## src/rtl/pit_pkg.sv

```systemverilog
// Package: shared constants and types of the periodic down-counter timer.
// Assumes a 32-bit register map; field positions are fixed by the map.
package pit_pkg;
    localparam int DATA_W  = 32;
    localparam int PSC_W   = 12;

    // word offsets of the register map
    localparam int OFS_CTRL = 0;
    localparam int OFS_STAT = 1;
    localparam int OFS_LOAD = 2;
    localparam int OFS_CMP  = 3;
    localparam int OFS_CNT  = 4;

    // control word bit positions
    localparam int B_EN     = 0;
    localparam int B_ENMOD  = 1;
    localparam int B_OCIEN  = 2;
    localparam int B_RLD    = 3;
    localparam int PSC_LSB  = 4;
    localparam int B_SWR    = 16;
    localparam int B_IOVW   = 17;
    localparam int SRC_LSB  = 24;

    // bits kept on a control write (31:26 and the reset bit drop out)
    localparam logic [DATA_W-1:0] CTRL_KEEP = 32'h03FE_FFFF;

    typedef enum logic [1:0] {
        SRC_OFF  = 2'b00,
        SRC_HS_A = 2'b01,
        SRC_HS_B = 2'b10,
        SRC_LF   = 2'b11
    } clk_src_e;
endpackage

```

## src/rtl/pit_tick_gen.sv

```systemverilog
// Module: timebase selection and prescaler for the down-counter.
// Produces a one-cycle decrement pulse every (psc_i + 1) selected ticks.
// Assumes tick inputs are single-cycle pulses synchronous to clk and that
// psc_i only changes together with restart_i (a control write).
module pit_tick_gen
    import pit_pkg::*;
#(
    parameter int PW = PSC_W
) (
    input  logic          clk,
    input  logic          rst_n,
    input  logic          soft_rst_i,
    input  logic          restart_i,
    input  logic          en_i,
    input  logic [1:0]    src_i,
    input  logic [PW-1:0] psc_i,
    input  logic          hs_tick_i,
    input  logic          lf_tick_i,
    output logic          dec_o
);
    logic [PW-1:0] psc_q;
    logic          sel_tick;
    logic          running;
    clk_src_e      src;

    // decode the selected timebase
    always_comb begin
        src = clk_src_e'(src_i);
        unique case (src)
            SRC_OFF:            sel_tick = 1'b0;
            SRC_HS_A, SRC_HS_B: sel_tick = hs_tick_i;
            default:            sel_tick = lf_tick_i;
        endcase
        running = en_i && (src != SRC_OFF);
        dec_o   = running && sel_tick && (psc_q == psc_i) && !restart_i;
    end

    // count selected ticks up to the prescaler value
    always_ff @(posedge clk) begin
        if (!rst_n || soft_rst_i || restart_i || !running) begin
            psc_q <= '0;
        end else if (sel_tick) begin
            psc_q <= (psc_q == psc_i) ? '0 : psc_q + PW'(1);
        end
    end

    // no decrement without enable or clock source
    assert_stopped_no_dec_R3: assert property (@(posedge clk) disable iff (!rst_n)
        (!en_i || src_i == 2'b00) |-> !dec_o);

    // with a nonzero prescaler two decrements never come back to back
    assert_psc_spacing_R4: assert property (@(posedge clk) disable iff (!rst_n)
        (dec_o && psc_i != '0) |=> !dec_o);
endmodule

```

## src/rtl/pit_count_core.sv

```systemverilog
// Module: the 32-bit down-counter with restart and compare detection.
// A force load wins over a decrement; reset and software reset set all ones.
// Assumes dec_i is a single-cycle pulse from the tick generator.
module pit_count_core #(
    parameter int CW = 32
) (
    input  logic          clk,
    input  logic          rst_n,
    input  logic          soft_rst_i,
    input  logic          dec_i,
    input  logic          rld_mode_i,
    input  logic [CW-1:0] load_val_i,
    input  logic [CW-1:0] cmp_val_i,
    input  logic          force_i,
    input  logic [CW-1:0] force_val_i,
    output logic [CW-1:0] cnt_o,
    output logic          hit_o
);
    logic [CW-1:0] cnt_q;
    logic          at_zero;

    // zero and compare detection on the current count
    always_comb begin
        at_zero = (cnt_q == '0);
        hit_o   = dec_i && (cnt_q == cmp_val_i);
        cnt_o   = cnt_q;
    end

    // count down, restart at zero, or take a forced value
    always_ff @(posedge clk) begin
        if (!rst_n || soft_rst_i) begin
            cnt_q <= '1;
        end else if (force_i) begin
            cnt_q <= force_val_i;
        end else if (dec_i) begin
            if (at_zero) begin
                cnt_q <= rld_mode_i ? load_val_i : '1;
            end else begin
                cnt_q <= cnt_q - CW'(1);
            end
        end
    end

    // an ordinary decrement steps down by exactly one
    assert_step_down_R4: assert property (@(posedge clk) disable iff (!rst_n)
        (dec_i && !force_i && !soft_rst_i && cnt_o != '0) |=> (cnt_o == $past(cnt_o) - CW'(1)));

    // restart from the load register in reload mode
    assert_reload_R5: assert property (@(posedge clk) disable iff (!rst_n)
        (dec_i && !force_i && !soft_rst_i && cnt_o == '0 && rld_mode_i) |=> (cnt_o == $past(load_val_i)));

    // wrap to all ones in free-running mode
    assert_wrap_R5: assert property (@(posedge clk) disable iff (!rst_n)
        (dec_i && !force_i && !soft_rst_i && cnt_o == '0 && !rld_mode_i) |=> (&cnt_o));

    // without decrement or write the count holds
    assert_hold_R9: assert property (@(posedge clk) disable iff (!rst_n)
        (!dec_i && !force_i && !soft_rst_i) |=> $stable(cnt_o));
endmodule

```

## src/rtl/pit_regs.sv

```systemverilog
// Module: register file of the timer (control, load, compare, status flag)
// and the combinational read mux. Decodes writes into pulses for the
// counter: software reset, restart and forced count loads.
// Assumes one write per cycle and word offsets on bus_addr_i.
module pit_regs
    import pit_pkg::*;
#(
    parameter int AW = 4,
    parameter int DW = DATA_W,
    parameter int PW = PSC_W
) (
    input  logic          clk,
    input  logic          rst_n,
    input  logic          bus_wr_i,
    input  logic [AW-1:0] bus_addr_i,
    input  logic [DW-1:0] bus_wdata_i,
    input  logic [DW-1:0] cnt_i,
    input  logic          hit_i,
    output logic [DW-1:0] bus_rdata_o,
    output logic          soft_rst_o,
    output logic          ctrl_wr_o,
    output logic          en_o,
    output logic          ocien_o,
    output logic          rld_o,
    output logic [1:0]    src_o,
    output logic [PW-1:0] psc_o,
    output logic [DW-1:0] load_o,
    output logic [DW-1:0] cmp_o,
    output logic          flag_o,
    output logic          force_o,
    output logic [DW-1:0] force_val_o
);
    localparam logic [AW-1:0] A_CTRL = AW'(OFS_CTRL);
    localparam logic [AW-1:0] A_STAT = AW'(OFS_STAT);
    localparam logic [AW-1:0] A_LOAD = AW'(OFS_LOAD);
    localparam logic [AW-1:0] A_CMP  = AW'(OFS_CMP);
    localparam logic [AW-1:0] A_CNT  = AW'(OFS_CNT);

    logic [DW-1:0] ctrl_q, load_q, cmp_q;
    logic          flag_q;
    logic          wr_ctrl, wr_stat, wr_load, wr_cmp;

    // write decode and derived command pulses
    always_comb begin
        wr_ctrl     = bus_wr_i && (bus_addr_i == A_CTRL);
        wr_stat     = bus_wr_i && (bus_addr_i == A_STAT);
        wr_load     = bus_wr_i && (bus_addr_i == A_LOAD);
        wr_cmp      = bus_wr_i && (bus_addr_i == A_CMP);
        soft_rst_o  = wr_ctrl && bus_wdata_i[B_SWR];
        ctrl_wr_o   = wr_ctrl;
        force_o     = 1'b0;
        force_val_o = load_q;
        if (wr_ctrl && !bus_wdata_i[B_SWR] && bus_wdata_i[B_EN] && !bus_wdata_i[B_ENMOD]) begin
            force_o = 1'b1;
        end else if (wr_load && ctrl_q[B_IOVW]) begin
            force_o     = 1'b1;
            force_val_o = bus_wdata_i;
        end
    end

    // control, load and compare storage
    always_ff @(posedge clk) begin
        if (!rst_n || soft_rst_o) begin
            ctrl_q <= '0;
            load_q <= '1;
            cmp_q  <= '0;
        end else begin
            if (wr_ctrl) ctrl_q <= bus_wdata_i & CTRL_KEEP;
            if (wr_load) load_q <= bus_wdata_i;
            if (wr_cmp)  cmp_q  <= bus_wdata_i;
        end
    end

    // sticky status flag: a compare hit wins over an acknowledge
    always_ff @(posedge clk) begin
        if (!rst_n || soft_rst_o) begin
            flag_q <= 1'b0;
        end else if (hit_i) begin
            flag_q <= 1'b1;
        end else if (wr_stat) begin
            flag_q <= 1'b0;
        end
    end

    // field outputs
    always_comb begin
        en_o    = ctrl_q[B_EN];
        ocien_o = ctrl_q[B_OCIEN];
        rld_o   = ctrl_q[B_RLD];
        src_o   = ctrl_q[SRC_LSB +: 2];
        psc_o   = ctrl_q[PSC_LSB +: PW];
        load_o  = load_q;
        cmp_o   = cmp_q;
        flag_o  = flag_q;
    end

    // read mux
    always_comb begin
        unique case (bus_addr_i)
            A_CTRL:  bus_rdata_o = ctrl_q;
            A_STAT:  bus_rdata_o = {{(DW-1){1'b0}}, flag_q};
            A_LOAD:  bus_rdata_o = load_q;
            A_CMP:   bus_rdata_o = cmp_q;
            A_CNT:   bus_rdata_o = cnt_i;
            default: bus_rdata_o = '0;
        endcase
    end

    // a compare hit leaves the flag set
    assert_hit_sets_flag_R6: assert property (@(posedge clk) disable iff (!rst_n)
        (hit_i && !soft_rst_o) |=> flag_o);

    // an acknowledge without a hit clears the flag
    assert_ack_clears_R8: assert property (@(posedge clk) disable iff (!rst_n)
        (wr_stat && !hit_i) |=> !flag_o);

    // software reset restores every register
    assert_soft_reset_R11: assert property (@(posedge clk) disable iff (!rst_n)
        soft_rst_o |=> (ctrl_q == '0 && (&load_q) && cmp_q == '0 && !flag_q && (&cnt_i)));
endmodule

```

## src/rtl/pit_timer.sv

```systemverilog
// Module: top of the periodic interrupt down-counter. Wires the register
// file, the tick generator and the counter core, and forms the interrupt.
// Assumes tick inputs are already synchronous single-cycle pulses.
module pit_timer
    import pit_pkg::*;
#(
    parameter int ADDR_W = 4
) (
    input  logic              clk,
    input  logic              rst_n,
    input  logic              hs_tick_i,
    input  logic              lf_tick_i,
    input  logic              bus_wr_i,
    input  logic [ADDR_W-1:0] bus_addr_i,
    input  logic [DATA_W-1:0] bus_wdata_i,
    output logic [DATA_W-1:0] bus_rdata_o,
    output logic              irq_o
);
    logic              soft_rst, ctrl_wr, en, ocien, rld, flag, force_ld, dec, hit;
    logic [1:0]        src;
    logic [PSC_W-1:0]  psc;
    logic [DATA_W-1:0] load_val, cmp_val, force_val, cnt;

    pit_regs #(.AW(ADDR_W), .DW(DATA_W), .PW(PSC_W)) u_regs (
        .clk         (clk),
        .rst_n       (rst_n),
        .bus_wr_i    (bus_wr_i),
        .bus_addr_i  (bus_addr_i),
        .bus_wdata_i (bus_wdata_i),
        .cnt_i       (cnt),
        .hit_i       (hit),
        .bus_rdata_o (bus_rdata_o),
        .soft_rst_o  (soft_rst),
        .ctrl_wr_o   (ctrl_wr),
        .en_o        (en),
        .ocien_o     (ocien),
        .rld_o       (rld),
        .src_o       (src),
        .psc_o       (psc),
        .load_o      (load_val),
        .cmp_o       (cmp_val),
        .flag_o      (flag),
        .force_o     (force_ld),
        .force_val_o (force_val)
    );

    pit_tick_gen #(.PW(PSC_W)) u_tick (
        .clk        (clk),
        .rst_n      (rst_n),
        .soft_rst_i (soft_rst),
        .restart_i  (ctrl_wr),
        .en_i       (en),
        .src_i      (src),
        .psc_i      (psc),
        .hs_tick_i  (hs_tick_i),
        .lf_tick_i  (lf_tick_i),
        .dec_o      (dec)
    );

    pit_count_core #(.CW(DATA_W)) u_core (
        .clk         (clk),
        .rst_n       (rst_n),
        .soft_rst_i  (soft_rst),
        .dec_i       (dec),
        .rld_mode_i  (rld),
        .load_val_i  (load_val),
        .cmp_val_i   (cmp_val),
        .force_i     (force_ld),
        .force_val_i (force_val),
        .cnt_o       (cnt),
        .hit_o       (hit)
    );

    // interrupt request: flag gated by the compare interrupt enable
    always_comb begin
        irq_o = flag && ocien;
    end

    // the interrupt rises only after a compare hit or a control write
    assert_irq_cause_R7: assert property (@(posedge clk) disable iff (!rst_n)
        $rose(irq_o) |-> ($past(hit) || $past(ctrl_wr)));
endmodule

```

## config.mk

```make
export PLATFORM = sky130hd
export DESIGN_NAME = pit_timer
export DESIGN_NICKNAME = d
export VERILOG_FILES = /design/src/rtl/pit_pkg.sv /design/src/rtl/pit_tick_gen.sv /design/src/rtl/pit_count_core.sv /design/src/rtl/pit_regs.sv /design/src/rtl/pit_timer.sv
export SDC_FILE = /design/constraint.sdc
export NUM_CORES = 1
export LEC_CHECK = 0
export BUFFER_PORTS_ARGS = -buffer_cell sky130_fd_sc_hd__buf_2
export CORE_UTILIZATION = 35
export CTS_CLUSTER_DIAMETER = 120
export DETAILED_ROUTE_END_ITERATION = 10
export PLACE_DENSITY = 0.66
export SYNTH_ARGS = -nofsm -noshare
export SYNTH_HDL_FRONTEND = slang
export SYNTH_SLANG_ARGS = --single-unit
```

## constraint.sdc

```tcl
create_clock -name clk -period 2.51 [get_ports clk]
set_input_delay 0.1255 -clock clk [delete_from_list [all_inputs] [get_ports clk]]
set_output_delay 0.1255 -clock clk [all_outputs]
set_load 0.005 [all_outputs]
```

# Yosys cells after proc, flatten, opt, wreduce, memory -nomap -nowiden
# Index checks and enable logic that the tools add are counted.
dict set report word_totals {
  register_bits 134
  output_inout_bits 33
  inputBits 41
  elab_cells 59
}
dict set report classes {
  muxes 13
  addsub 2
  reduce_logical 30
  eq_ne 8
}
# op n
set ops {}
lappend ops {{32-bit 2-to-1 mux} 6}
lappend ops {{32-bit case mux with 5 select lines} 1}
lappend ops {{32-bit equality test} 1}
lappend ops {{32-bit zero test} 1}
lappend ops {{32-bit by 1-bit subtractor with 32-bit output (second input constant)} 1}
lappend ops {{1-bit logical AND} 15}
lappend ops {{12-bit by 1-bit adder with 12-bit output (second input constant)} 1}
lappend ops {{12-bit equality test} 1}
lappend ops {{12-bit 2-to-1 mux} 1}
lappend ops {{4-bit by 2-bit equality test with 1-bit output (second input constant)} 2}
lappend ops {{2-bit nonzero test} 3}
lappend ops {{1-bit zero test} 5}
lappend ops {{4-bit by 1-bit equality test with 1-bit output (second input constant)} 1}
lappend ops {{4-bit by 3-bit equality test with 1-bit output (second input constant)} 1}
lappend ops {{4-bit zero test} 1}
lappend ops {{1-bit 2-to-1 mux} 4}
lappend ops {{1-bit logical OR} 3}
lappend ops {{2-bit by 1-bit equality test with 1-bit output (second input constant)} 1}
lappend ops {{2-bit equality test (second input constant)} 1}
lappend ops {{2-bit zero test} 1}
lappend ops {{1-bit case mux with 2 select lines} 1}
lappend ops {{2-bit OR reduction} 1}

# Depth between registers and ports, before layout
dict set report logic_depth {
  word_depth 8
  ltp_mapped 11
  ltp_nobuf 8
}

# By module
# Synthesis repeated with hierarchy kept, for this count alone.
dict set report hier_totals {
  cells_unflattened 1083
  hier_area_um2 8792.2
}
# mod cells_per_inst instances seq_area_each_um2 area_per_inst_um2
set modules_own_cells {}
lappend modules_own_cells {pit_regs 583 1 1801.7 4844.6}
lappend modules_own_cells {pit_count_core 408 1 640.6 3125.5}
lappend modules_own_cells {pit_tick_gen 91 1 240.2 815.8}
lappend modules_own_cells {pit_timer 1 1 0.0 6.3}

# Worst setup path before layout
# No wires, ideal clock.
dict set report synth_timing {
  path_type {register to register}
  startpoint {register u_core.cnt_q[0], in the netlist u_core.cnt_o[0]}
  endpoint {register u_core.cnt_q[22], in the netlist u_core.cnt_o[22]}
  arrival_time_ns 2.301
  path_stages_with_launch 11
  path_buffers 2
  setup_ns 0.058
  setup_slack_ns 0.150
  synth_period_minus_slack_ns 2.360
  cell_sequence {dfxtp_1 -> clkbuf_1 -> inv_1 -> ha_1 -> or3b_2 -> clkbuf_1 -> nor3_2 -> nand3_1 -> xor2_1 -> a211oi_1 -> o22a_1}
}
dict set report synth_between {
  elab_chain_len 4
  word_cells_on_any_way 5
  classes_between {1 x add/sub; 3 x mux; 1 x reduce/logical}
}
# element line_no
set synth_rtl {}
lappend synth_rtl {{from (decl)} pit_count_core.sv:19} ;# logic [CW-1:0] cnt_q;
lappend synth_rtl {{from (signal assigned)} pit_count_core.sv:34} ;# cnt_q <= force_val_i;
lappend synth_rtl {{from (signal assigned)} pit_count_core.sv:37} ;# cnt_q <= rld_mode_i ? load_val_i : '1;
lappend synth_rtl {{from (signal assigned)} pit_count_core.sv:39} ;# cnt_q <= cnt_q - CW'(1);
lappend synth_rtl {{32-bit by 1-bit subtractor with 32-bit output or 32-bit zero test (tied branches)} {pit_count_core.sv:39, pit_count_core.sv:24}}
lappend synth_rtl {{32-bit 2-to-1 mux *} pit_count_core.sv:36} ;# if (at_zero) begin
lappend synth_rtl {{32-bit 2-to-1 mux *} pit_count_core.sv:35} ;# end else if (dec_i) begin
lappend synth_rtl {{32-bit 2-to-1 mux *} pit_count_core.sv:33} ;# end else if (force_i) begin
# Every way passes the cells marked *; elsewhere a longest branch is shown, timed or not. The select of a mux whose other input is x is not followed.
# A chain may end at the register's enable or synchronous reset.

# Worst setup path in the final report
dict set report layout_timing {
  startpoint {register u_core.cnt_q[24], in the netlist u_core.cnt_o[24]}
  endpoint {register u_core.cnt_q[20], in the netlist u_core.cnt_o[20]}
}
dict set report layout_between {
  elab_chain_len 4
}
# element line_no
set layout_rtl {}
lappend layout_rtl {{32-bit zero test} pit_count_core.sv:24} ;# at_zero = (cnt_q == '0);
lappend layout_rtl {{32-bit 2-to-1 mux} pit_count_core.sv:36}
lappend layout_rtl {{32-bit 2-to-1 mux} pit_count_core.sv:35}
lappend layout_rtl {{32-bit 2-to-1 mux} pit_count_core.sv:33}
# No other way between the ends. The select of a mux whose other input is x is not followed.

==> impl_metrics.csv <==
group,metric,value,unit
setup_path,reg2reg_slack,0.11,ns
floorplanning,std_cell_rows,53,
sta,finalHoldViolations,0,
global_routing,grt_overflow,0,
synthesis,synth_seq_cells,134,
sta,fin_crit,2.40,ns
global_routing,grt_util_all_layers,0.242,
synthesis,ys.flop_type,"dfxtp_1",
synthesis,synthArstFlopShare,0,
routing,drt-initial-drc-count,915,
routing,avgViaCountPerCell,5.82,
floorplanning,die_x,148,um
cts,cts-root-buf,"clkbuf_16",
synthesis,synth_common_cells,"nand2_1 (254), dfxtp_1 (134), clkbuf_1 (68), a21oi_1 (62), xor2_1 (47)",
setup_path,max_stage_delay,0.73,ns
cts,cts_buffers,17,
sta,worstMarginPinSlew,0.786,ns
synthesis,synthXorXnorAreaFrac,0.0915,
placement,place_congestion,0.915,
worst_hold_path,min_path_type,"input pin to flop",
floorplanning,die_h,148,um
setup_path,cp_cell_sequence,"or4_4 -> nand3b_4 -> or4_4 -> nor3_1 -> a211oi_2 -> o22a_1",
worst_hold_path,min_from,"bus_wdata_i[16]",
placement,dpl_cell_area,8440,sq um
setup_path,r2r-start,"u_core.cnt_o[24]",
synthesis,ys_warn_count,0,
routing,wl,26300,um
routing,drc_errors,0,
pwr,leakage,3.65,nW
synthesis,syn-num-nets,993,
cts,cts_max_path_buffers,2,
synthesis,seq_area_frac_synth,0.359,
sta,setup_ws,0.107,ns
cts,cts_setup_buffers,0,
synthesis,synth_mux_area_frac,0.00151,
cts,clk-insertion-delay-late,0.43,ns
synthesis,synth_edf_count,0,
synthesis,synth_area_per_cell,7.88,sq um
pwr,power_density,543,nW/um^2
cts,cts_tree,"done",
synthesis,syn_inst,947,
routing,wl_per_cell,19.4,um
setup_path,path_class,"flop to flop",
setup_path,cp-start-kind,"flop",
cts,htree_levels,4,
routing,ant_nets,0,
synthesis,synth_adder_area_share,0.00838,
setup_path,path_max_fanout,16,
floorplanning,io_pins,74,
placement,place_hpwl,17800,um
global_routing,grt_pass1_vias,7443,
placement,dpl_worst_slack,-0.307,ns
synthesis,yosys.area.top_type,"dfxtp_1",
floorplanning,dieArea,21900,sq um
setup_path,worstPathArrival,2.73,ns
layout,syn_to_final_growth,25.9,%
synthesis,synth_compound_area_frac,0.219,
floorplanning,core_area,21000,sq um
layout,drive_gt1_frac,0.195,
pwr,ir_worst_vdd,0.343,mV
sta,slew_violations,0,
synthesis,yosysTopAreaCellShare,0.359,
setup_path,crit_path_top_delay_cell,"or4_4",
synthesis,netlist_area,7460,sq um
global_routing,antenna_found_initial,0,
cts,cts.sink_count,134,
global_routing,grt_max_degree,35,
setup_path,crit_top_cell,"or4_4",
layout,final_area,9400,sq um
synthesis,ys_top_cells_by_area,"dfxtp_1 (36%), nand2_1 (13%), xor2_1 (5.5%)",
routing,first_pass_iters,6,
sta,maxSlewHeadroom,0.475,
sta,rsz0062_at_grt,"false",
global_routing,grt_pass1_wl,41100,um
layout,diodes,0,
worst_hold_path,hold_end,"u_regs.cmp_o[16]",
synthesis,synth_top_family_by_area,"simple AND/OR/NAND/NOR gates",
synthesis,yosysMostFrequentCell,"nand2_1",
synthesis,yosysUniqueCellTypes,61,
setup_path,rr_worst_depth,6,
routing,dr_total_vias,7882,
run_status,status,"complete, no violations",
cts,path_clk_slew,0.06,ns
run,drv_cap,0,
floorplanning,start_util,0.356,
sta,fin_crit_sh,0.958,
placement,port_buffers,73,
sta,timing.fmax,416,MHz
layout,layout.nets,1113,
setup_path,cp.required,2.83,ns
worst_hold_path,min_path_cells,4,
sta,finalSetupViolations,0,
sta,skew,0.0137,ns
setup_path,endpoint_kind,"flop",
synthesis,synthSimpleGateAreaFrac,0.261,
setup_path,reg2reg_to,"u_core.cnt_o[20]",
[per-layer routing]
metal | GRT usage | part of all wire | up-vias
met5 | 0 | 0 | -
met4 | 0.118 | 0.036 | 0
met3 | 0.0497 | 0.080 | 57
met2 | 0.379 | 0.45 | 376
met1 | 0.316 | 0.43 | 3793
li1 | - | - | 3656
[power by group]
group / leakage, nW / internal [mW] / switching [mW]
clock network: 0.294 / 1.64 / 0.946
registers: 1.08 / 2.15 / 0.0246
logic: 2.27 / 0.144 / 0.201
total: 3.65 / 3.93 / 1.17
[metrics by stage]
stage / setup TNS (ns) / hold WS (ns) / instances / power [mW] / util
4_1_cts: 0 / 0.127 / 1353 / 5.12 / 0.447
5_1_grt: 0 / 0.140 / 1355 / 5.24 / 0.448
2_1_floorplan: 0 / 0.249 / 947 / 2.35 / -
3_3_place_gp: -1.70 / 0.381 / 1290 / 2.52 / 0.403
3_5_place_dp: -3.33 / 0.382 / 1290 / 2.52 / 0.403
6_report: 0 / 0.132 / 1355 / 5.10 / 0.448
[logic make-up after synthesis]
family / Yosys count
simple gates: 416
compound gates: 211
flops: 134
buf+inv: 102
xor+xnor: 78
fa+ha+maj: 5
mux: 1
[worst max-delay path by stage]
stage | start | to | depth (start not counted)
2_1_floorplan | u_core.cnt_o[0] | u_core.cnt_o[22] | 10
5_1_grt | u_regs.ctrl_q[25] | u_core.cnt_o[30] | 9
6_report | u_core.cnt_o[24] | u_core.cnt_o[20] | 6
4_1_cts | u_regs.ctrl_q[24] | u_core.cnt_o[30] | 9
3_5_place_dp | u_regs.ctrl_q[24] | u_core.cnt_o[30] | 9
3_3_place_gp | u_regs.ctrl_q[24] | u_core.cnt_o[1] | 9
[critical path, delay by kind of cell (launching register included)]
family	cells	cell delay, ns
AND/OR/NAND/NOR	4	1.72
flip-flops	1	0.31
AO/OA/AOI/OAI	2	0.25
[state kept, by name (all words and copies together) (netlist names)]
name,flops
u_core.cnt_o,32
u_regs.cmp_o,32
u_regs.load_o,32
u_regs.ctrl_q,25
u_tick.psc_q,12
u_regs.flag_o,1
[what timing repair did]
action	CTS	global route
endpoints found under the setup margin	32	11
pin swaps	0	2
cloned	0	2
hold buffers	31	0
endpoints found under the hold margin	81	0
gates resized for setup	1	2
[layout by cell type (no fill, tap or decap), drive strengths merged, types with 3 or more instances in the layout]
master       count
dfxtp          134
o31a             3
nand3           44
ha               5
dlygate4sd3     31
or4              8
a222oi          31
nand4            7
clkbuf          24
buf            155
a221oi          23
nor4            17
o211ai           4
a2bb2oi         25
or2              4
a211oi           7
o31ai            6
a221o            9
xnor2           31
bufinv           3
o21ai            7
nor3            20
xor2            47
nand4b           3
and3             6
clkinv           5
o221ai           3
o22a             9
nor4b            3
inv             14
nor3b            4
nor2            26
nand2          254
o311ai          17
and2             5
o41ai            3
or3              5
a21oi           62
[cell type report]
| class | count | area [sq um] |
|---|---|---|
| fillers | 2141 | 11600 |
| multi-input cells | 713 | 4410 |
| flip-flops and latches | 134 | 2680 |
| repair buffers | 186 | 1300 |
| clock buffers | 24 | 482 |
| well taps | 275 | 344 |
| clock inverters | 8 | 121 |
| inverters | 15 | 56.3 |
Power figures use the tool's default switching activity.
